**src/rtl/trip_prog_pkg.sv**
```systemverilog
package trip_prog_pkg;

  localparam int unsigned FRAME_BITS = 24;

  localparam logic [7:0]  OP_OPEN   = 8'h03;
  localparam logic [7:0]  OP_COMMIT = 8'h02;
  localparam logic [15:0] ARG_RAISE = 16'h0001;
  localparam logic [15:0] ARG_NATIVE = 16'h0003;

  localparam int unsigned LN_SCK   = 0;
  localparam int unsigned LN_SDI   = 1;
  localparam int unsigned LN_CSN   = 2;
  localparam int unsigned LN_EN    = 3;
  localparam int unsigned N_LANES  = 4;

  typedef enum logic [1:0] {
    FK_OPEN,
    FK_RAISE,
    FK_NATIVE,
    FK_BAD
  } frame_kind_e;

  typedef enum logic [2:0] {
    ST_IDLE,
    ST_GAP,
    ST_ARMED,
    ST_WRITE,
    ST_RECOVER
  } seq_state_e;

endpackage

```
**src/rtl/trip_pin_sync.sv**
```systemverilog
module trip_pin_sync #(
  parameter int unsigned          STAGES  = 2,
  parameter int unsigned          LANES   = 4,
  parameter logic [LANES-1:0]     RST_VAL = '0
) (
  input  logic             clk_i,
  input  logic             rst_ni,
  input  logic [LANES-1:0] pin_i,
  output logic [LANES-1:0] lvl_o
);

  for (genvar l = 0; l < LANES; l++) begin : g_lane
    logic [STAGES-1:0] chain_q;

    always_ff @(posedge clk_i or negedge rst_ni) begin
      if (!rst_ni) begin
        chain_q <= {STAGES{RST_VAL[l]}};
      end else begin
        chain_q[0] <= pin_i[l];
        for (int k = 1; k < STAGES; k++) chain_q[k] <= chain_q[k-1];
      end
    end

    assign lvl_o[l] = chain_q[STAGES-1];
  end

endmodule

```
**src/rtl/trip_frame_rx.sv**
```systemverilog
module trip_frame_rx
  import trip_prog_pkg::*;
(
  input  logic        clk_i,
  input  logic        rst_ni,
  input  logic        sck_i,
  input  logic        sdi_i,
  input  logic        csn_i,
  output logic        cs_fall_o,
  output logic        frame_end_o,
  output frame_kind_e kind_o
);

  localparam int unsigned CNT_W = $clog2(FRAME_BITS + 2);
  localparam logic [CNT_W-1:0] CNT_FULL = CNT_W'(FRAME_BITS);
  localparam logic [CNT_W-1:0] CNT_OVER = CNT_W'(FRAME_BITS + 1);

  logic                  sck_q, csn_q;
  logic                  sck_rise;
  logic [CNT_W-1:0]      cnt_q;
  logic [FRAME_BITS-1:0] shift_q;

  assign sck_rise    = sck_i & ~sck_q;
  assign cs_fall_o   = ~csn_i & csn_q;
  assign frame_end_o = csn_i & ~csn_q;

  always_ff @(posedge clk_i or negedge rst_ni) begin
    if (!rst_ni) begin
      sck_q   <= 1'b0;
      csn_q   <= 1'b1;
      cnt_q   <= '0;
      shift_q <= '0;
    end else begin
      sck_q <= sck_i;
      csn_q <= csn_i;
      if (cs_fall_o) begin
        cnt_q <= '0;
      end else if (sck_rise && !csn_i) begin
        shift_q <= {shift_q[FRAME_BITS-2:0], sdi_i};
        if (cnt_q != CNT_OVER) cnt_q <= cnt_q + 1'b1;  // saturate: any overrun stays bad
      end
    end
  end

  always_comb begin
    kind_o = FK_BAD;
    if (cnt_q == CNT_FULL) begin
      unique case (shift_q)
        {OP_OPEN,   ARG_RAISE}:  kind_o = FK_OPEN;
        {OP_COMMIT, ARG_RAISE}:  kind_o = FK_RAISE;
        {OP_COMMIT, ARG_NATIVE}: kind_o = FK_NATIVE;
        default:                 kind_o = FK_BAD;
      endcase
    end
  end

endmodule

```
**src/rtl/trip_wait_timer.sv**
```systemverilog
module trip_wait_timer #(
  parameter int unsigned WIDTH = 8
) (
  input  logic             clk_i,
  input  logic             rst_ni,
  input  logic             load_i,
  input  logic [WIDTH-1:0] val_i,
  output logic             zero_o
);

  logic [WIDTH-1:0] cnt_q;

  always_ff @(posedge clk_i or negedge rst_ni) begin
    if (!rst_ni)             cnt_q <= '0;
    else if (load_i)         cnt_q <= val_i;
    else if (cnt_q != '0)    cnt_q <= cnt_q - 1'b1;
  end

  assign zero_o = (cnt_q == '0);

endmodule

```
**src/rtl/trip_seq_fsm.sv**
```systemverilog
module trip_seq_fsm
  import trip_prog_pkg::*;
#(
  parameter int unsigned GAP_CYCLES     = 125,
  parameter int unsigned WRITE_CYCLES   = 1250000,
  parameter int unsigned RECOVER_CYCLES = 1250000,
  parameter int unsigned TW             = 21
) (
  input  logic          clk_i,
  input  logic          rst_ni,
  input  logic          en_i,
  input  logic          cs_fall_i,
  input  logic          frame_end_i,
  input  frame_kind_e   kind_i,
  input  logic          tmr_zero_i,
  output logic          tmr_load_o,
  output logic [TW-1:0] tmr_val_o,
  output logic          set_o,
  output logic          reset_o,
  output logic          busy_o
);

  seq_state_e state_q, state_d;
  logic       set_d, reset_d, set_q, reset_q;

  always_comb begin
    state_d    = state_q;
    tmr_load_o = 1'b0;
    tmr_val_o  = '0;
    set_d      = 1'b0;
    reset_d    = 1'b0;
    unique case (state_q)
      ST_IDLE: begin
        if (en_i && frame_end_i && kind_i == FK_OPEN) begin
          state_d    = ST_GAP;
          tmr_load_o = 1'b1;
          tmr_val_o  = TW'(GAP_CYCLES - 1);
        end
      end
      ST_GAP: begin
        if (!en_i || cs_fall_i) state_d = ST_IDLE;  // gap too short or enable lost
        else if (tmr_zero_i)    state_d = ST_ARMED;
      end
      ST_ARMED: begin
        if (!en_i) begin
          state_d = ST_IDLE;
        end else if (frame_end_i) begin
          if (kind_i == FK_RAISE || kind_i == FK_NATIVE) begin
            state_d    = ST_WRITE;
            tmr_load_o = 1'b1;
            tmr_val_o  = TW'(WRITE_CYCLES - 1);
            set_d      = (kind_i == FK_RAISE);
            reset_d    = (kind_i == FK_NATIVE);
          end else begin
            state_d = ST_IDLE;
          end
        end
      end
      ST_WRITE: begin
        if (tmr_zero_i) begin
          state_d    = ST_RECOVER;
          tmr_load_o = 1'b1;
          tmr_val_o  = TW'(RECOVER_CYCLES - 1);
        end
      end
      ST_RECOVER: begin
        if (tmr_zero_i) state_d = ST_IDLE;
      end
      default: state_d = ST_IDLE;
    endcase
  end

  always_ff @(posedge clk_i or negedge rst_ni) begin
    if (!rst_ni) begin
      state_q <= ST_IDLE;
      set_q   <= 1'b0;
      reset_q <= 1'b0;
    end else begin
      state_q <= state_d;
      set_q   <= set_d;
      reset_q <= reset_d;
    end
  end

  assign set_o   = set_q;
  assign reset_o = reset_q;
  assign busy_o  = (state_q == ST_WRITE);

endmodule

```
**src/rtl/trip_prog_detect.sv**
```systemverilog
module trip_prog_detect
  import trip_prog_pkg::*;
#(
  parameter int unsigned SYNC_STAGES    = 2,
  parameter int unsigned GAP_CYCLES     = 125,
  parameter int unsigned WRITE_CYCLES   = 1250000,
  parameter int unsigned RECOVER_CYCLES = 1250000
) (
  input  logic clk_i,
  input  logic rst_ni,
  input  logic sck_i,
  input  logic sdi_i,
  input  logic csn_i,
  input  logic pgm_en_i,
  output logic set_trip_o,
  output logic reset_trip_o,
  output logic busy_o
);

  localparam int unsigned TMR_MAX0 = (WRITE_CYCLES > RECOVER_CYCLES) ? WRITE_CYCLES : RECOVER_CYCLES;
  localparam int unsigned TMR_MAX  = (TMR_MAX0 > GAP_CYCLES) ? TMR_MAX0 : GAP_CYCLES;
  localparam int unsigned TMR_W    = $clog2(TMR_MAX + 1);
  localparam logic [N_LANES-1:0] LANE_RST = N_LANES'(1) << LN_CSN;

  logic [N_LANES-1:0] pins, lvl;
  logic               en_s;
  logic               cs_fall, frame_end;
  frame_kind_e        kind;
  logic               tmr_load, tmr_zero;
  logic [TMR_W-1:0]   tmr_val;

  always_comb begin
    pins          = '0;
    pins[LN_SCK]  = sck_i;
    pins[LN_SDI]  = sdi_i;
    pins[LN_CSN]  = csn_i;
    pins[LN_EN]   = pgm_en_i;
  end

  trip_pin_sync #(
    .STAGES  (SYNC_STAGES),
    .LANES   (N_LANES),
    .RST_VAL (LANE_RST)
  ) sync_i (
    .clk_i  (clk_i),
    .rst_ni (rst_ni),
    .pin_i  (pins),
    .lvl_o  (lvl)
  );

  assign en_s = lvl[LN_EN];

  trip_frame_rx rx_i (
    .clk_i       (clk_i),
    .rst_ni      (rst_ni),
    .sck_i       (lvl[LN_SCK]),
    .sdi_i       (lvl[LN_SDI]),
    .csn_i       (lvl[LN_CSN]),
    .cs_fall_o   (cs_fall),
    .frame_end_o (frame_end),
    .kind_o      (kind)
  );

  trip_wait_timer #(.WIDTH(TMR_W)) tmr_i (
    .clk_i  (clk_i),
    .rst_ni (rst_ni),
    .load_i (tmr_load),
    .val_i  (tmr_val),
    .zero_o (tmr_zero)
  );

  trip_seq_fsm #(
    .GAP_CYCLES     (GAP_CYCLES),
    .WRITE_CYCLES   (WRITE_CYCLES),
    .RECOVER_CYCLES (RECOVER_CYCLES),
    .TW             (TMR_W)
  ) fsm_i (
    .clk_i       (clk_i),
    .rst_ni      (rst_ni),
    .en_i        (en_s),
    .cs_fall_i   (cs_fall),
    .frame_end_i (frame_end),
    .kind_i      (kind),
    .tmr_zero_i  (tmr_zero),
    .tmr_load_o  (tmr_load),
    .tmr_val_o   (tmr_val),
    .set_o       (set_trip_o),
    .reset_o     (reset_trip_o),
    .busy_o      (busy_o)
  );

endmodule

```
**config.mk**
```make
export PLATFORM = sky130hd
export DESIGN_NAME = trip_prog_detect
export DESIGN_NICKNAME = d
export VERILOG_FILES = /design/src/rtl/trip_prog_pkg.sv /design/src/rtl/trip_pin_sync.sv /design/src/rtl/trip_frame_rx.sv /design/src/rtl/trip_wait_timer.sv /design/src/rtl/trip_seq_fsm.sv /design/src/rtl/trip_prog_detect.sv
export SDC_FILE = /design/constraint.sdc
export NUM_CORES = 1
export LEC_CHECK = 0
export BUFFER_PORTS_ARGS = -buffer_cell sky130_fd_sc_hd__buf_2
export CORE_AREA = 2 2 69 137
export CTS_CLUSTER_SIZE = 12
export DETAILED_ROUTE_END_ITERATION = 7
export DIE_AREA = 0 0 71 139
export HOLD_SLACK_MARGIN = 0.15
export MAX_ROUTING_LAYER = met4
export PLACE_DENSITY = 0.47
export SLEW_MARGIN = 20
export SYNTH_ARGS = -nofsm -noshare
export SYNTH_HDL_FRONTEND = slang
export SYNTH_SLANG_ARGS = --single-unit
```
**constraint.sdc**
```tcl
create_clock -name clk_i -period 5.36 [get_ports clk_i]
set_input_delay 0.268 -clock clk_i [delete_from_list [all_inputs] [get_ports clk_i]]
set_output_delay 0.268 -clock clk_i [all_outputs]
set_load 0.05 [all_outputs]
```
# Word-level counts from Yosys, hierarchy flattened
# Cells that the tools add are included.
word_totals:
  ff_bits: 65
  output_inout_bits: 3
  elab_cells: 90
op_classes:
  addsub: 2
  eq_ne: 16
  mux: 36
  bitwise: 7
  n_reduce_logical: 17
ops:
  columns: ["operator", "n"]
  rows:
  - ["$mux W21", 6]
  - ["$eq A24 B18 Y1 const B", 3]
  - ["$pmux W21 S3", 1]
  - ["$logic_not A21 Y1", 1]
  - ["$mux W3", 7]
  - ["$reduce_bool A21 Y1", 1]
  - ["$sub A21 B1 Y21 const B", 1]
  - ["$mux W5", 3]
  - ["$pmux W3 S5", 1]
  - ["$mux W1", 13]
  - ["$mux W7", 1]
  - ["$eq A3 B2 Y1 const B", 2]
  - ["$ne A2 B1 Y1 const B", 3]
  - ["$pmux W2 S3", 1]
  - ["$reduce_bool A2 Y1", 3]
  - ["$add A5 B1 Y5 const B", 1]
  - ["$eq A5 B5 Y1 const B", 1]
  - ["$ne A5 B5 Y1 const B", 1]
  - ["$reduce_and A5 Y1", 1]
  - ["$mux W2", 2]
  - ["$not A1 Y1", 4]
  - ["$reduce_and A2 Y1", 2]
  - ["$and A1 B1 Y1", 3]
  - ["$eq A3 B1 Y1 const B", 1]
  - ["other kinds (11)", 15]

# Depth between registers and ports, before layout
# Gate-level depths: netlist of run 1.
depth:
  ltp_word: 10
  ltp_mapped: 13

# Hierarchy
# Synthesis of run 1 repeated with hierarchy kept, for this count alone.
unflattened:
  hier_cells: 298
  area_unflattened_um2: 3404.5
modules_own_cells:
  columns: ["mod", "n_inst", "cells_each", "area_each_um2", "seq_area_each_um2"]
  rows:
  - ["trip_frame_rx", 1, 98, 1351.3, 777.0]
  - ["trip_wait_timer", 1, 129, 1297.5, 525.5]
  - ["trip_seq_fsm", 1, 59, 523.0, 125.1]
  - ["trip_pin_sync", 1, 12, 232.7, 202.7]

# Least setup slack after synthesis of run 1
# OpenSTA, ideal clock, no wires.
synth_path:
  path_kind: "register -> register"
  startpoint: "register rx_i.cnt_q[0]"
  endpoint: "register tmr_i.cnt_q[3]"
  setup_time_ps: 80
  t_arrival_ps: 2700
  path_slack_ps: 2581
  path_stages_with_launch: 12
  period_less_slack_ps: 2779
  cell_sequence: "dfrtp_1 > inv_1 > ha_1 > nand2_1 > nor3_1 > nand4_1 > or3_1 > ha_1 > nand2b_1 > a2111oi_0 > clkbuf_1 > o21bai_1"
synth_via:
  elab_chain_len: 9
  word_cells_on_any_way: 19
synth_lines:
  columns: ["item", "line", "rtl"]
  rows:
  - ["from (decl)", "trip_frame_rx.sv:20", "logic [CNT_W-1:0] cnt_q;"]
  - ["from (signal assigned)", "trip_frame_rx.sv:40", "if (cnt_q != CNT_OVER) cnt_q <= cnt_q + 1'b1;"]
  - ["$eq A5 B5 Y1 *", "trip_frame_rx.sv:47", "if (cnt_q == CNT_FULL) begin"]
  - ["$mux W2 *", "trip_frame_rx.sv:47", null]
  - ["$eq A2 B1 Y1 or $eq A2 B2 Y1 (tied branches)", "trip_seq_fsm.sv:48", "if (kind_i == FK_RAISE || kind_i == FK_NATIVE) begin"]
  - ["$logic_or A1 B1 Y1", "trip_seq_fsm.sv:48", null]
  - ["$mux W21 or $mux W1 (tied branches)", "trip_seq_fsm.sv:48", null]
  - ["$mux W21 or $mux W1 (tied branches)", "trip_seq_fsm.sv:47", "end else if (frame_end_i) begin"]
  - ["$mux W21 or $mux W1 (tied branches)", "trip_seq_fsm.sv:45", "if (!en_i) begin"]
  - ["$pmux W21 S3 or $pmux W1 S3 (tied branches)", "trip_seq_fsm.sv:32", "unique case (state_q)"]
  - ["$mux W21 or $reduce_bool A2 Y1 (tied branches)", null, null]
  - ["to (signal assigned)", "trip_wait_timer.sv:15", "else if (load_i) cnt_q <= val_i;"]
  - ["to (signal assigned)", "trip_wait_timer.sv:16", "else if (cnt_q != '0) cnt_q <= cnt_q - 1'b1;"]
  - ["to (decl)", "trip_wait_timer.sv:11", "logic [WIDTH-1:0] cnt_q;"]
# Mark *: on every way between the ends. The rest lies on a longest branch, timed or not.
# A chain may end at the register's enable or synchronous reset.

# Worst setup path in the final report of run 1
layout_path:
  startpoint: "register rx_i.cnt_q[0]"
  endpoint: "register fsm_i.state_q[1]"
layout_via:
  elab_chain_len: 8
  word_cells_on_any_way: 13
layout_lines:
  columns: ["item", "line", "rtl"]
  rows:
  - ["$eq A5 B5 Y1 *", "trip_frame_rx.sv:47", null]
  - ["$mux W2 *", "trip_frame_rx.sv:47", null]
  - ["$eq A2 B1 Y1 or $eq A2 B2 Y1 (tied branches)", "trip_seq_fsm.sv:48", null]
  - ["$logic_or A1 B1 Y1", "trip_seq_fsm.sv:48", null]
  - ["$mux W2", "trip_seq_fsm.sv:48", null]
  - ["$mux W3", "trip_seq_fsm.sv:47", null]
  - ["$mux W3", "trip_seq_fsm.sv:45", null]
  - ["$pmux W3 S5", "trip_seq_fsm.sv:32", null]
  - ["to (signal assigned)", "trip_seq_fsm.sv:79", "state_q <= state_d;"]
  - ["to (decl)", "trip_seq_fsm.sv:23", "seq_state_e state_q, state_d;"]
# Mark *: on every way between the ends. The rest lies on a longest branch, timed or not. The select of a mux whose other input is x is not followed.

==> flow_summary.json, run 1 <==
{
  "min_path_type": "in2async",
  "path_max_fanout": 5,
  "min_period_over_period": 0.529,
  "cts_buffer_depth": 2,
  "num_io_pins": 9,
  "path_class": "reg2reg",
  "grt_pass1_wl_um": 10600,
  "fmax_mhz": 352,
  "yosysTopAreaCellShare": 0.515,
  "wl_um": 6270,
  "tightest_slew_ns": 0.837,
  "rr_worst_depth": 12,
  "period_minus_slack_ns": 2.84,
  "slew_headroom": 0.442,
  "start_util": 0.339,
  "core-area_um2": 8890,
  "synth.cell_area_um2": 3010,
  "design.die.area_um2": 9870,
  "cp.required_ns": 5.62,
  "ys_async_sr_fraction": 1.00,
  "synth-seq-area-share": 0.541,
  "area_growth_pct": 19.2,
  "instances_no_fill": 388,
  "finalSetupViolCount": 0,
  "vdd_drop_max_v": 0.000285,
  "place.gp.congestion": 0.767,
  "diodes": 0,
  "dp_hpwl_um": 4520,
  "firstDrtPassIters": 4,
  "synth_top_area_cell": "dfrtp_1",
  "cp.arrival_ns": 3.10,
  "synth_cell_types": 52,
  "synth_ff_type": "dfrtp_1",
  "p_leak_nw": 1.70,
  "setup_tns_ns": 0,
  "rr_endpoint": "fsm_i.state_q[1]$_DFFE_PN0P_",
  "synthMostInstantiatedCell": "dfrtp_1",
  "syn_avg_cell_area_um2": 11.5,
  "clock_skew_ns": 0.00690,
  "antenna_found_initial": 0,
  "detail_route.wl_per_cell_um": 16.2,
  "placementRows": 49,
  "r2r_start": "rx_i.cnt_q[0]$_DFFE_PN0P_",
  "path_clk_slew_ns": 0.06,
  "drt-initial-drc-count": 67,
  "insertion_delay_ns": 0.33,
  "syn_nets": 275,
  "synth_edf_count": 0,
  "rsz0062_at_grt": "no",
  "power_mw": 1.30,
  "endpoint_kind": "flip-flop",
  "r2r_slack_ns": 2.52,
  "viasPerCell": 5.13,
  "postSynthCellCount": 262,
  "grt_max_degree": 66,
  "cts_tree": "built",
  "die_width_um": 71,
  "clock-sinks": 65,
  "num-nets-final": 294,
  "yosys_register_bits": 65,
  "hold_violations": 0,
  "maxCapViolCount": 0,
  "die_h_um": 139,
  "cts_root_buffer": "clkbuf_16",
  "grt_use_total": 0.146,
  "cts_resized": 0,
  "htree_num_levels": 3,
  "yosysWarnings": 0,
  "crit_start": "rx_i.cnt_q[0]$_DFFE_PN0P_",
  "power_density_nw_per_um2": 361,
  "status": "finished clean",
  "drcViolationCount": 0,
  "grt_overflow": 0,
  "placed_cells": 368,
  "hold_ws_ns": 0.124,
  "synth_area_leaders": "dfrtp_1 51%, mux2_2 9.0%, ha_1 2.9%, a21oi_1 2.7%, dfstp_2 2.6%",
  "final_max_slew_viol_count": 0,
  "ant_nets": 0,
  "io_buffers": 8,
  "synth_commonest_cells": "62 x dfrtp_1, 24 x mux2_2, 20 x nor2_1, 16 x a21oi_1, 15 x nand2_1",
  "drive_above_1_share": 0.259,
  "vias": 1992,
  "grt_pass1_vias": 2105,
  "start_kind": "flip-flop",
  "numCtsBuffers": 9
}
worst max-delay path by stage:
stage	endpoint	cells after the start
floorplan	tmr_i.cnt_q[3]$_DFFE_PN0P_	11
global placement	fsm_i.state_q[1]$_DFFE_PN0P_	12
detailed placement	fsm_i.state_q[1]$_DFFE_PN0P_	12
CTS	fsm_i.state_q[1]$_DFFE_PN0P_	12
global route	fsm_i.state_q[1]$_DFFE_PN0P_	12
finish	fsm_i.state_q[1]$_DFFE_PN0P_	12
cell type report:
type | count | area (um2)
sequential | 65 | 1630
clock inverter | 7 | 143
multi-input combinational | 184 | 1350
timing repair buffer | 14 | 95.1
fill | 855 | 5300
clock buffer | 9 | 225
inverter | 7 | 26.3
tap | 102 | 128
placed cells by master, fill, tap and decap left out, types with 4 or more instances in the layout:
| master | n |
|---|---|
| mux2_2 | 24 |
| a21oi_1 | 16 |
| nor3_1 | 7 |
| nor2_1 | 19 |
| nand2_1 | 15 |
| clkbuf_16 | 9 |
| inv_1 | 7 |
| xnor2_1 | 6 |
| xor2_1 | 6 |
| o21ai_0 | 6 |
| bufinv_16 | 4 |
| ha_1 | 7 |
| nand2b_1 | 7 |
| buf_2 | 8 |
| dfrtp_1 | 62 |
| nor4_1 | 5 |
| or4_1 | 4 |
| or3_1 | 6 |
| o21ai_1 | 8 |
| dlygate4sd3_1 | 4 |
through the flow:
| step | utilization | setup slack (ns) | area, um2 |
|---|---|---|---|
| 2_1_floorplan | - | 2.58 | 3010 |
| 3_3_place_gp | 0.358 | 2.48 | 3180 |
| 3_5_place_dp | 0.358 | 2.50 | 3190 |
| 4_1_cts | 0.404 | 2.48 | 3590 |
| 5_1_grt | 0.404 | 2.32 | 3590 |
| 6_report | 0.404 | 2.52 | 3590 |
metal layers:
layer	routed length, um	global-route usage	share of wire
met1	2370	0.145	0.38
met2	3650	0.257	0.58
met3	108	0.0305	0.017
met4	136	0.0804	0.022
met5	0	-	0
power by group:
part / total, mW / internal (mW) / switching, mW
Combinational: 0.0494 / 0.0247 / 0.0247
Clock: 0.716 / 0.502 / 0.215
Sequential: 0.531 / 0.513 / 0.0179
kinds of logic (layout without fill, tap and decap cells):
group	after synthesis	after routing	share of synthesized area
and+or+nand+nor	96	96	0.197
xor gates and xnor gates	12	12	0.0349
DFF	65	65	0.541
AOI/OAI and AO/OA	44	44	0.0884
muxes	25	25	0.0930
buffers and inverters	13	37	0.0170
adders and majority gates	7	7	0.0291
worst max-delay path, cell delays in order, from the launching register on:
cell and delay, ns:
dfrtp_1 0.43, inv_1 0.08, ha_1 0.16, nand2_1 0.06, nor3_1 0.14, nand4_1 0.13, or3_1 0.39, ha_1 0.29
nand2b_1 0.20, nor2_1 0.12, a21oi_1 0.04, or4b_2 0.61, o21ai_1 0.12
flip-flops by register name, indices dropped and copies added (netlist names):
name and count:
fsm_i.set_o 1, rx_i.sck_q 1, rx_i.shift_q 24, rx_i.cnt_q 5, fsm_i.state_q 3, rx_i.csn_q 1
sync_i.g_lane.chain_q 8, tmr_i.cnt_q 21, fsm_i.reset_o 1
what timing repair did:
action                     4_1_cts  5_1_grt
hold buffers                     4        0
hold endpoints to repair         4        0
setup endpoints to repair        0        0
setup buffers                    0        0
(Power assumes the default switching activity.)
==> run 2: changes to the inputs <==
PLACE_DENSITY = 0.49   (was 0.47)
clock period = 2.3 ns   (was 5.36 ns; I/O delays follow)
==> run 2 against run 1 <==
Net effect:
- the run now ends with setup timing left
- via count grew 12%
- hold slack gained 0.20 ns
- sequential share of layout area fell by 5.0 points
- setup slack got worse by 2.8 ns
- first-iteration DRC count is 12% lower
==> flow_summary.json, run 2 (synthesis gave the netlist of run 1 again) <==
{
  "status": "finished, violations left",
  "violations": "setup timing",
  "swShare": 0.216,
  "max_stage_delay_ns": 0.54,
  "die_width_um": 71,
  "cts_root_buffer": "clkbuf_16",
  "die_h_um": 139,
  "clock-sinks": 65,
  "power_density_nw_per_um2": 683,
  "path_clk_slew_ns": 0.05,
  "start_util": 0.339,
  "sequentialPowerShare": 0.446,
  "tightest_slew_ns": 0.587,
  "setup_tns_ns": -5.77,
  "fin_util": 0.454,
  "io_buffers": 8,
  "grt_max_degree": 42,
  "path_cells": "nor4_4 > buf_4 > nand4_1 > or3_4 > inv_4 > ha_4 > nand2b_4 > or4_4 > buf_6 > nand2_2 > o21ai_2",
  "start_kind": "flip-flop",
  "crit_slowest_cell": "or4_4",
  "core-area_um2": 8890,
  "grt_use_total": 0.155,
  "largest_register": "rx_i.shift_q",
  "finalSetupViolCount": 23,
  "p_leak_nw": 1.92,
  "grt_pass1_vias": 2465,
  "min_path_type": "in2async",
  "final_area_um2": 4030,
  "area_growth_pct": 33.8,
  "num-nets-final": 337,
  "num_io_pins": 9,
  "antenna_found_initial": 0,
  "cp.arrival_ns": 2.79,
  "reg_top3": "rx_i.shift_q: 24 flops, tmr_i.cnt_q: 21 flops, sync_i.g_lane.chain_q: 8 flops",
  "setup_ws_ns": -0.296,
  "place.gp.congestion": 0.792,
  "vias": 2230,
  "path_max_fanout": 4,
  "drcViolationCount": 0,
  "p_comb_frac": 0.065,
  "r2r_slack_ns": -0.30,
  "cts_tree": "built",
  "htree_num_levels": 3,
  "numCtsBuffers": 9,
  "p_int_mw": 2.16,
  "fill_cells": 829,
  "endpoint_kind": "flip-flop",
  "dpl-instance-area_um2": 3500,
  "vdd_drop_max_v": 0.000548,
  "path_class": "reg2reg",
  "min_period_over_period": 1.13,
  "hold_violations": 0,
  "final_max_slew_viol_count": 0,
  "detail_route.wl_per_cell_um": 15.9,
  "power_mw": 2.75,
  "cts_buffer_depth": 2,
  "period_minus_slack_ns": 2.60,
  "wl_um": 6850,
  "ant_nets": 0,
  "drt-initial-drc-count": 59,
  "placementRows": 49,
  "final_cell_mix": "62 x dfrtp_1, 40 x buf_4, 24 x mux2_2",
  "clkPwrFrac": 0.489,
  "p_sw_mw": 0.596,
  "drive_above_1_share": 0.438,
  "maxCapViolCount": 0,
  "clock_skew_ns": 0.00420,
  "rsz0062_at_grt": "yes",
  "mostFrequentLayoutCell": "dfrtp_1",
  "cp.required_ns": 2.50,
  "insertion_delay_ns": 0.33,
  "grt_pass1_wl_um": 11400,
  "viasPerCell": 5.17,
  "diodes": 0,
  "dp_hpwl_um": 4800,
  "slew_headroom": 0.608,
  "grt_overflow": 0,
  "firstDrtPassIters": 4,
  "largest_reg_flops": 24,
  "fmax_mhz": 385,
  "hold_ws_ns": 0.328,
  "design.die.area_um2": 9870
}
-- run 2: cell types whose count changed in the layout (fill, tap and decap cells not counted), moves of 3 or more --
| cell | delta |
|---|---|
| nor2_2 | +3 |
| o21ai_2 | +7 |
| o21ai_0 | -3 |
| buf_4 | +38 |
| a21oi_2 | +4 |
| bufinv_16 | -3 |
| buf_6 | +3 |
| nor2_1 | -3 |
| o21ai_1 | -4 |
| a21oi_1 | -4 |
-- run 2: critical path, delay by kind of cell (launching register included) --
kind	cells	cell delay, ns
buffers and inverters	3	0.40
DFF	1	0.42
adders and majority gates	1	0.14
and+or+nand+nor	6	1.46
AOI/OAI and AO/OA	1	0.05
-- run 2: power by group through the flow --
| stage | clock network, mW | logic, mW | registers, mW |
|---|---|---|---|
| floorplan | 0 | 0.0718 | 1.24 |
| global placement | 0 | 0.173 | 1.25 |
| detailed placement | 0 | 0.175 | 1.25 |
| CTS | 1.39 | 0.184 | 1.23 |
| global route | 1.44 | 0.203 | 1.23 |
| finish | 1.35 | 0.180 | 1.23 |
-- run 2: worst paths after layout --
kind	start	to	cells after the start
max reg2reg	rx_i.shift_q[10]$_DFFE_PN0P_	tmr_i.cnt_q[20]$_DFFE_PN0P_	11
min reg2reg	sync_i.g_lane[1].chain_q[0]$_DFF_PN0_	sync_i.g_lane[1].chain_q[1]$_DFF_PN0_	0
min in group clk_i	sync_i.g_lane[1].chain_q[0]$_DFF_PN0_	sync_i.g_lane[1].chain_q[1]$_DFF_PN0_	0
min	rst_ni	tmr_i.cnt_q[14]$_DFFE_PN0P_	2
max in group asynchronous	rst_ni	rx_i.csn_q$_DFF_PN1_	3
max	rx_i.shift_q[10]$_DFFE_PN0P_	tmr_i.cnt_q[20]$_DFFE_PN0P_	11
-- run 2: layer usage --
layer	wire [um]	GRT usage	vias to the layer above
met5	0	-	-
met4	353	0.0884	0
met3	144	0.0480	23
met2	3940	0.273	28
met1	2410	0.144	1112
li1	-	-	1067
-- run 2: timing repair --
item / CTS / global route
endpoints found under the setup margin: 23 / 23
pin swaps: 9 / 4
cloned: 0 / 1
resized for setup: 16 / 27
setup buffers: 2 / 0
hold buffers: 5 / 0
hold endpoints to repair: 26 / 0
-- run 2: per-stage QoR --
stage               setup slack [ns]  instances
floorplan                     -0.194        262
finish                        -0.296        431
global route                  -0.451        431
global placement              -0.415        407
detailed placement            -0.421        407
CTS                           -0.328        430
-- run 2: area by class of cell --
type	count	area (um2)	area share
Tap cell	102	128	0.0316
Clock buffer	11	243	0.0602
Clock inverter	5	55.1	0.0136
Inverter	7	28.8	0.00713
Multi-Input combinational cell	184	1510	0.373
Sequential cell	65	1630	0.404
Timing Repair Buffer	57	444	0.110
